### src/rtl/pfr_pkg.sv
package pfr_pkg;

  // State of the single memory read slot
  typedef enum logic [1:0] {
    ST_IDLE   = 2'd0,
    ST_DEMAND = 2'd1,
    ST_SPEC   = 2'd2
  } fetch_state_t;

endpackage

### src/rtl/pfr_line_buf.sv
// One-entry location buffer: contents, location tag and valid flag.
module pfr_line_buf #(
  parameter int LOC_W  = 13,
  parameter int LINE_W = 64,
  localparam int HALF_W = LINE_W / 2
) (
  input  logic              clk,
  input  logic              rst_n,
  input  logic              flush,
  input  logic              cap_en,
  input  logic [LOC_W-1:0]  cap_loc,
  input  logic [LINE_W-1:0] cap_data,
  input  logic [LOC_W-1:0]  look_loc,
  input  logic              look_upper,
  output logic              hit,
  output logic [HALF_W-1:0] look_half
);

  logic              vld_q;
  logic [LOC_W-1:0]  tag_q;
  logic [LINE_W-1:0] dat_q;

  function automatic logic [HALF_W-1:0] half_of(input logic [LINE_W-1:0] line,
                                                input logic upper);
    return upper ? line[LINE_W-1:HALF_W] : line[HALF_W-1:0];
  endfunction

  always_ff @(posedge clk or negedge rst_n) begin
    if (!rst_n) begin
      vld_q <= 1'b0;
      tag_q <= '0;
      dat_q <= '0;
    end else if (flush) begin
      vld_q <= 1'b0;
    end else if (cap_en) begin
      vld_q <= 1'b1;
      tag_q <= cap_loc;
      dat_q <= cap_data;
    end
  end

  assign hit       = vld_q && (tag_q == look_loc);
  assign look_half = half_of(dat_q, look_upper);

endmodule

### src/rtl/pfr_fetch_seq.sv
// Memory read slot: one request at a time, demand before speculation.
module pfr_fetch_seq
  import pfr_pkg::*;
#(
  parameter int LOC_W = 13
) (
  input  logic             clk,
  input  logic             rst_n,
  input  logic             go_demand,
  input  logic [LOC_W-1:0] demand_loc,
  input  logic             go_spec,
  input  logic [LOC_W-1:0] spec_loc,
  input  logic             mem_ack,
  output logic             mem_req,
  output logic [LOC_W-1:0] mem_loc,
  output logic             in_demand,
  output logic             in_spec,
  output logic             slot_free
);

  fetch_state_t     st_q, st_d;
  logic [LOC_W-1:0] loc_q, loc_d;

  // The slot can take new work when idle or in the acknowledge cycle
  assign slot_free = (st_q == ST_IDLE) || mem_ack;

  always_comb begin
    st_d  = st_q;
    loc_d = loc_q;
    if (slot_free) begin
      if (go_demand) begin
        st_d  = ST_DEMAND;
        loc_d = demand_loc;
      end else if (go_spec) begin
        st_d  = ST_SPEC;
        loc_d = spec_loc;
      end else begin
        st_d  = ST_IDLE;
      end
    end
  end

  always_ff @(posedge clk or negedge rst_n) begin
    if (!rst_n) begin
      st_q  <= ST_IDLE;
      loc_q <= '0;
    end else begin
      st_q  <= st_d;
      loc_q <= loc_d;
    end
  end

  assign mem_req   = (st_q != ST_IDLE);
  assign mem_loc   = loc_q;
  assign in_demand = (st_q == ST_DEMAND);
  assign in_spec   = (st_q == ST_SPEC);

endmodule

### src/rtl/pfr_resp_sel.sv
// Chooses the source of a bus response: acknowledged memory data or the buffer.
module pfr_resp_sel #(
  parameter int LOC_W  = 13,
  parameter int LINE_W = 64,
  localparam int HALF_W = LINE_W / 2
) (
  input  logic              bus_req,
  input  logic [LOC_W-1:0]  req_loc,
  input  logic              req_upper,
  input  logic              slow,
  input  logic              buf_hit,
  input  logic [HALF_W-1:0] buf_half,
  input  logic              in_demand,
  input  logic              in_spec,
  input  logic [LOC_W-1:0]  mem_loc,
  input  logic              mem_ack,
  input  logic [LINE_W-1:0] mem_rdata,
  output logic              from_mem,
  output logic              from_buf,
  output logic              ready,
  output logic              miss,
  output logic [HALF_W-1:0] rdata
);

  function automatic logic [HALF_W-1:0] pick_half(input logic [LINE_W-1:0] line,
                                                  input logic upper);
    return upper ? line[LINE_W-1:HALF_W] : line[HALF_W-1:0];
  endfunction

  logic loc_match;
  assign loc_match = (mem_loc == req_loc);

  // Speculative data may serve the bus only outside slow-read mode
  assign from_mem = bus_req && mem_ack && loc_match && (in_demand || (in_spec && !slow));
  assign from_buf = bus_req && buf_hit && !slow && !from_mem;
  assign ready    = from_mem || from_buf;
  assign miss     = bus_req && !ready;
  assign rdata    = from_mem ? pick_half(mem_rdata, req_upper) : buf_half;

endmodule

### src/rtl/prefetch_read_ctrl.sv
module prefetch_read_ctrl
  import pfr_pkg::*;
#(
  parameter int  ADDR_W = 16,
  parameter int  DATA_W = 32,
  localparam int LINE_W = 2 * DATA_W,
  localparam int OFF_W  = $clog2(LINE_W / 8),
  localparam int LOC_W  = ADDR_W - OFF_W
) (
  input  logic              clk,
  input  logic              rst_n,
  input  logic              cfg_readahead,
  input  logic              cfg_slowread,
  input  logic              bus_req,
  input  logic [ADDR_W-1:0] bus_addr,
  output logic              bus_ready,
  output logic [DATA_W-1:0] bus_rdata,
  output logic              mem_req,
  output logic [LOC_W-1:0]  mem_addr,
  input  logic              mem_ack,
  input  logic [LINE_W-1:0] mem_rdata
);

  function automatic logic [LOC_W-1:0] next_loc(input logic [LOC_W-1:0] loc);
    return loc + LOC_W'(1);
  endfunction

  // Address split
  logic [LOC_W-1:0] req_loc;
  logic             req_upper;
  logic             unused_low_bits;
  assign req_loc         = bus_addr[ADDR_W-1:OFF_W];
  assign req_upper       = bus_addr[OFF_W-1];
  assign unused_low_bits = ^bus_addr[OFF_W-2:0];

  // Named internal events
  logic ev_hit, ev_from_mem, ev_serve, ev_miss, ev_launch, ev_demand;
  logic ra_active;

  logic              buf_hit;
  logic [DATA_W-1:0] buf_half;
  logic              in_demand, in_spec, slot_free;
  logic [LOC_W-1:0]  mem_loc;

  assign ra_active = cfg_readahead && !cfg_slowread;

  pfr_line_buf #(.LOC_W(LOC_W), .LINE_W(LINE_W)) u_buf (
    .clk        (clk),
    .rst_n      (rst_n),
    .flush      (cfg_slowread),
    .cap_en     (mem_ack && mem_req),
    .cap_loc    (mem_loc),
    .cap_data   (mem_rdata),
    .look_loc   (req_loc),
    .look_upper (req_upper),
    .hit        (buf_hit),
    .look_half  (buf_half)
  );

  pfr_resp_sel #(.LOC_W(LOC_W), .LINE_W(LINE_W)) u_resp (
    .bus_req   (bus_req),
    .req_loc   (req_loc),
    .req_upper (req_upper),
    .slow      (cfg_slowread),
    .buf_hit   (buf_hit),
    .buf_half  (buf_half),
    .in_demand (in_demand),
    .in_spec   (in_spec),
    .mem_loc   (mem_loc),
    .mem_ack   (mem_ack),
    .mem_rdata (mem_rdata),
    .from_mem  (ev_from_mem),
    .from_buf  (ev_hit),
    .ready     (ev_serve),
    .miss      (ev_miss),
    .rdata     (bus_rdata)
  );

  // Speculation starts only when an upper half is served and the slot is free
  assign ev_launch = ra_active && ev_serve && req_upper && slot_free;
  assign ev_demand = ev_miss && slot_free;

  pfr_fetch_seq #(.LOC_W(LOC_W)) u_seq (
    .clk        (clk),
    .rst_n      (rst_n),
    .go_demand  (ev_demand),
    .demand_loc (req_loc),
    .go_spec    (ev_launch),
    .spec_loc   (next_loc(req_loc)),
    .mem_ack    (mem_ack),
    .mem_req    (mem_req),
    .mem_loc    (mem_loc),
    .in_demand  (in_demand),
    .in_spec    (in_spec),
    .slot_free  (slot_free)
  );

  assign bus_ready = ev_serve;
  assign mem_addr  = mem_loc;

endmodule

### config.mk
export PLATFORM = sky130hd
export DESIGN_NAME = prefetch_read_ctrl
export DESIGN_NICKNAME = d
export VERILOG_FILES = /design/src/rtl/pfr_pkg.sv /design/src/rtl/pfr_line_buf.sv /design/src/rtl/pfr_fetch_seq.sv /design/src/rtl/pfr_resp_sel.sv /design/src/rtl/prefetch_read_ctrl.sv
export SDC_FILE = /design/constraint.sdc
export NUM_CORES = 1
export LEC_CHECK = 0
export BUFFER_PORTS_ARGS = -buffer_cell sky130_fd_sc_hd__buf_2
export CORE_ASPECT_RATIO = 0.7
export CORE_UTILIZATION = 40
export DETAILED_ROUTE_END_ITERATION = 7
export PLACE_DENSITY_LB_ADDON = 0.08
export SETUP_SLACK_MARGIN = 0.3
export SYNTH_ARGS = -nofsm -noshare
export SYNTH_HDL_FRONTEND = slang
export SYNTH_SLANG_ARGS = --single-unit
### constraint.sdc
create_clock -name clk -period 3.7 [get_ports clk]
set_clock_uncertainty 0.15 [all_clocks]
set_input_delay 0.37 -clock clk [delete_from_list [all_inputs] [get_ports clk]]
set_output_delay 0.37 -clock clk [all_outputs]
set_load 0.02 [all_outputs]
==> flow_metrics.tcl, run 1 <==
set metrics [dict create \
    outcome "finished clean" \
    clk_pin_slew_ns 0.07 \
    ys.flop_type "dfrtp_1" \
    design.die.area_mm2 0.0133 \
    power_density_mw_per_mm2 535 \
    peakVddDrop_v 0.000247 \
    cts-root-buf "clkbuf_16" \
    tritoncts "built" \
    critPathArrivalTime_ns 2.74 \
    ys.warnings.count 0 \
    setup_viol 0 \
    coreArea_mm2 0.0125 \
    overflow 0 \
    cp_slowest_cell "nor4_1" \
    hold_path.class "in2reg" \
    final_cell_mix "buf_2 (129), dfrtp_1 (93), mux2_2 (78), mux4_2 (32), xor2_1 (21)" \
    finalHoldViolCount 0 \
    cp.depth 6 \
    slew_headroom_pct 45.4 \
    p_total_uw 3350 \
    vias 3729 \
    die_x_um 137 \
    seq_area_frac_synth_pct 45.4 \
    synth_seq_cells 93 \
    diodes 0 \
    drt_pre_antenna_iters 4 \
    fmax_mhz 306 \
    wl_mm 12.9 \
    endpoint_kind "output port" \
    area_growth_pct 22.3 \
    setup_slack_ns 0.436 \
    grt_max_degree 63 \
    port_buffers 130 \
    r2r_slack_ns 0.86 \
    critPathRequiredTime_ns 3.18 \
    drt_iter0_drc 218 \
    synth_cell_types 53 \
    nNetsFinal 592 \
    critPathMaxFanout 32 \
    syn_nets 471 \
    globalplace.congestion 0.907 \
    layout_commonest_cell "buf_2" \
    syn_inst 384 \
    worstMarginPinSlew_ns 0.811 \
    critPathLaunch "u_seq.mem_loc[2]" \
    cts_resized 0 \
    dp_slack_ns 0.752 \
    synth_edf_count 0 \
    avgViaCountPerCell 5.55 \
    rsz0062_at_grt "no" \
    die_h_um 96.7 \
    async_flop_share_pct 100 \
    route.detailed.drc 0 \
    drive_gt1_share_pct 54.3 \
    fin_tns_setup_ns 0 \
    r2r_start "u_seq.mem_loc[11]" \
    path_buf_inv 2 \
    fin_crit_sh_pct 88.2 \
    grt_pass1_vias 3766 \
    grt_pass1_wl_mm 20.8 \
    grt_util_all_layers_pct 20.6 \
    dp_hpwl_mm 9.42 \
    cap_violations 0 \
    numCtsBuffers 9 \
    drv_slew 0 \
    rr_endpoint "u_seq.mem_loc[11]" \
    path_cells "xor2_2 > nor4_1 > and4_1 > buf_4 > mux4_2 > buf_2" \
    cellLeakagePower_uw 0.00267 \
    clkLatencyLatePin_ns 0.34 \
    ant_nets 0 \
    htreeDepth 3 \
    crit_path_start_kind "flip-flop" \
    worstRegToRegCells 6 \
    clk_path_buf_depth 2 \
    endpoint "bus_rdata[7]" \
    critPathKind "reg2out" \
    layout_min_cycle_time_ns 3.26 \
    crit_path_max_incr_delay_ns 0.48 \
    start_util_pct 41.1 \
    num_rows 34 \
    io_pins 133 \
    whs_ns 0.127 \
    antenna_found_initial 1 \
    routedWlPerCell_um 19.1 \
    netlist_area_mm2 0.00512 \
    crit_family "simple AND/OR/NAND/NOR gates" \
    postSynthAreaPerCell_um2 13.3 \
    cts.sinks 93 \
]
==> worst register-to-register path: stages, from the launching register on <==
cell and delay, ns:
dfrtp_1 0.44, xor2_1 0.20, or4_4 0.55, or4_4 0.63, nand2_2 0.25, mux2_2 0.37
nor3_1 0.17
==> Yosys cell counts (2+ instances only) <==
cell / n / area [um2]
dfrtp_1: 93 / 2330
mux2_2: 78 / 878
mux4_2: 32 / 721
clkbuf_1: 21 / 78.8
xor2_1: 21 / 184
nor2_1: 15 / 56.3
nand2_1: 10 / 37.5
inv_1: 9 / 33.8
nor4_1: 9 / 56.3
a211oi_1: 7 / 52.6
o21ai_0: 6 / 30.0
xnor2_1: 6 / 52.6
a21oi_1: 5 / 25.0
or3_1: 5 / 31.3
and3_1: 4 / 25.0
mux2i_1: 4 / 40.0
nand4_1: 4 / 25.0
o221a_1: 4 / 45.0
and3_2: 3 / 22.5
and4_1: 3 / 26.3
buf_1: 3 / 11.3
o211a_1: 3 / 30.0
a31oi_1: 2 / 12.5
buf_6: 2 / 22.5
nand2_2: 2 / 12.5
nand3_1: 2 / 10.0
nor2b_1: 2 / 12.5
nor3_1: 2 / 10.0
or2_2: 2 / 12.5
or4_4: 2 / 22.5
==> cells by family (layout without fill, tap and decap cells) <==
family	Yosys count	in the layout	share of synthesized area, %
mux	114	114	32.0
flops	93	93	45.4
simple gates	74	74	8.62
compound gates	38	38	5.84
buf+inv	36	162	2.95
xor+xnor	28	28	4.93
fa+ha+maj	1	1	0.244
==> routing by layer <==
layer	vias to the layer above	track usage, %	routed length (um)
met1	1900	32.4	6390
met5	-	0	13
met3	12	4.56	821
met4	2	4.14	82
met2	121	28.8	5540
li1	1694	-	-
==> report_power, final <==
group	switching (uW)	total [uW]	internal [uW]
registers	146	1400	1250
clock network	382	1010	630
logic	469	943	473
==> cell type report <==
type,instances,area [um2]
Sequential cell,93,2330
Clock inverter,3,67.6
Tap cell,162,203
Clock buffer,13,260
Multi-Input combinational cell,255,2650
Fill cell,1099,6200
Inverter,9,33.8
Timing Repair Buffer,137,721
==> timing repair <==
item                                   4_1_cts  5_1_grt
hold buffers                                 1        0
setup buffers                                0        0
endpoints found under the hold margin        8        0
==> registers in the layout, summed over array words and instances, names as in the netlist <==
register       count
u_buf.dat_q       64
u_buf.tag_q       13
u_seq.mem_loc     13
u_seq.st_q         2
u_buf.vld_q        1
==> stage by stage <==
stage,instances,util (%),cell area [um2]
after floorplan,384,-,5120
after global placement,655,47.6,5930
after detailed placement,655,47.6,5930
after CTS,672,50.3,6260
after global routing,672,50.3,6260
final,672,50.3,6260
==> worst min-delay path by stage <==
stage | start | to | slack [ns] | cells past startpoint
2_1_floorplan | rst_n | u_buf.dat_q[0] | -0.08 | 0
3_3_place_gp | u_buf.dat_q[30] | u_buf.dat_q[30] | 0.33 | 1
3_5_place_dp | u_buf.dat_q[18] | u_buf.dat_q[18] | 0.34 | 1
4_1_cts | mem_rdata[36] | u_buf.dat_q[36] | 0.11 | 2
5_1_grt | mem_rdata[30] | u_buf.dat_q[30] | 0.12 | 2
6_report | mem_rdata[36] | u_buf.dat_q[36] | 0.13 | 2
(Power assumes the default switching activity.)
==> run 2: changes to the inputs <==
--- a/config.mk
+++ b/config.mk
@@ -5,10 +5,10 @@
 export SDC_FILE = /design/constraint.sdc
 export NUM_CORES = 1
 export LEC_CHECK = 0
-export BUFFER_PORTS_ARGS = -buffer_cell sky130_fd_sc_hd__buf_2
 export CORE_ASPECT_RATIO = 0.7
 export CORE_UTILIZATION = 40
 export DETAILED_ROUTE_END_ITERATION = 7
+export DONT_BUFFER_PORTS = 1
 export PLACE_DENSITY_LB_ADDON = 0.08
 export SETUP_SLACK_MARGIN = 0.3
 export SYNTH_ARGS = -nofsm -noshare
==> run 2 against run 1 <==
Against the previous run:
- clock-buffer cell count down 2
- sequential cell count unchanged
- critical path depth down 1
- clock power about the same
- critical path type unchanged
- highest routed layer is now met4
- wire length down 5.1%
- final cell count down 19%
- global-route usage down 1.5 points
==> flow_metrics.tcl, run 2 (synthesized netlist as in run 1, its figures left out) <==
set metrics [dict create \
    final_cell_mix "dfrtp_1 (93), mux2_2 (78), mux4_2 (32), xor2_1 (21), nor2_1 (14)" \
    io_pins 133 \
    fin_crit_sh_pct 86.6 \
    finalNonFillerCells 542 \
    critPathArrivalTime_ns 2.69 \
    crit_path_start_kind "flip-flop" \
    diodes 0 \
    postCtsSetupBuffers 0 \
    grt_util_all_layers_pct 19.1 \
    p_total_uw 3170 \
    htreeDepth 3 \
    grt_max_degree 94 \
    routedWlPerCell_um 22.5 \
    dp_hpwl_mm 8.68 \
    clkLatencyLatePin_ns 0.34 \
    drive_gt1_share_pct 38.2 \
    endpoint_kind "output port" \
    die_x_um 137 \
    drt_pre_antenna_iters 5 \
    die_h_um 96.7 \
    route.detailed.drc 0 \
    rsz0062_at_grt "no" \
    largest-register "u_buf.dat_q" \
    grt_pass1_wl_mm 18.9 \
    avgViaCountPerCell 5.98 \
    grt_pass1_vias 3275 \
    globalplace.congestion 0.883 \
    dp.cells 521 \
    design.die.area_mm2 0.0133 \
    critPathMaxFanout 32 \
    ant_nets 0 \
    worstMarginPinSlew_ns 0.724 \
    peakVddDrop_v 0.000244 \
    numCtsBuffers 9 \
    finalHoldViolCount 0 \
    fin_tns_setup_ns 0 \
    hold_path.class "in2reg" \
    largest_reg_flops 64 \
    final_util_pct 45.2 \
    cts_hold_buf 5 \
    cts-root-buf "clkbuf_16" \
    wl_mm 12.2 \
    layout_commonest_cell "dfrtp_1" \
    antenna_found_initial 0 \
    drt_iter0_drc 269 \
    coreArea_mm2 0.0125 \
    num_rows 34 \
    overflow 0 \
    cellLeakagePower_uw 0.00217 \
    setup_viol 0 \
    slew_headroom_pct 51.3 \
    tritoncts "built" \
    outcome "finished clean" \
    cts_resized 0 \
    drv_slew 0 \
    clk_pin_slew_ns 0.07 \
    cts.sinks 93 \
    clk_path_buf_depth 2 \
    cap_violations 0 \
    fmax_mhz 312 \
    critPathRequiredTime_ns 3.18 \
    start_util_pct 41.1 \
    port_buffers 0 \
    vias 3240 \
    critPathKind "reg2out" \
    layout_min_cycle_time_ns 3.21 \
    nNetsFinal 462 \
    power_density_mw_per_mm2 563 \
    area_growth_pct 10.0 \
]
==> run 2: metal layers <==
metal  track usage (%)  vias to the layer above  part of all wire [%]
li1                  -                     1437                     -
met1              28.4                     1658                    47
met2              25.4                      138                    41
met3              8.33                        7                    11
met4              4.06                        0                  0.75
met5                 0                        -                     0
==> run 2: critical path: stages (launching register included) <==
cell,delay [ns]
dfrtp_1,0.49
xor2_1,0.26
nor4_1,0.43
and4_1,0.25
buf_4,0.42
mux4_2,0.48
==> run 2: worst paths after layout <==
kind	start	end	slack, ns	cells after the start
max	u_seq.mem_loc[12]	bus_rdata[21]	0.49	5
min	mem_rdata[37]	u_buf.dat_q[37]	0.03	1
max reg2reg	u_seq.mem_loc[11]	u_seq.mem_loc[11]	0.76	6
min reg2reg	u_buf.dat_q[28]	u_buf.dat_q[28]	0.35	1
max in group asynchronous	rst_n	u_seq.mem_loc[7]	2.57	2
min in group asynchronous	rst_n	u_buf.dat_q[22]	0.45	2
==> run 2: stage by stage <==
step,hold WS (ns),instance area [um2],setup slack [ns]
4_1_cts,0.0110,5640,0.471
5_1_grt,0.00692,5640,0.352
6_report,0.0269,5640,0.495
3_5_place_dp,-0.0732,5240,0.788
3_3_place_gp,-0.0735,5240,0.792
2_1_floorplan,-0.0756,5120,0.955
==> run 2: power by group <==
part	internal (uW)	total (uW)	switching [uW]
combinational	376	746	370
sequential	1250	1430	175
clock	613	997	384
total	2240	3170	930
==> run 2: layout make-up <==
class / count / area, um2
inverters: 9 / 33.8
clock inverters: 5 / 82.6
multi-input cells: 255 / 2650
well taps: 162 / 203
clock buffers: 11 / 243
repair buffers: 7 / 95.1
flip-flops and latches: 93 / 2330
fillers: 1147 / 6830
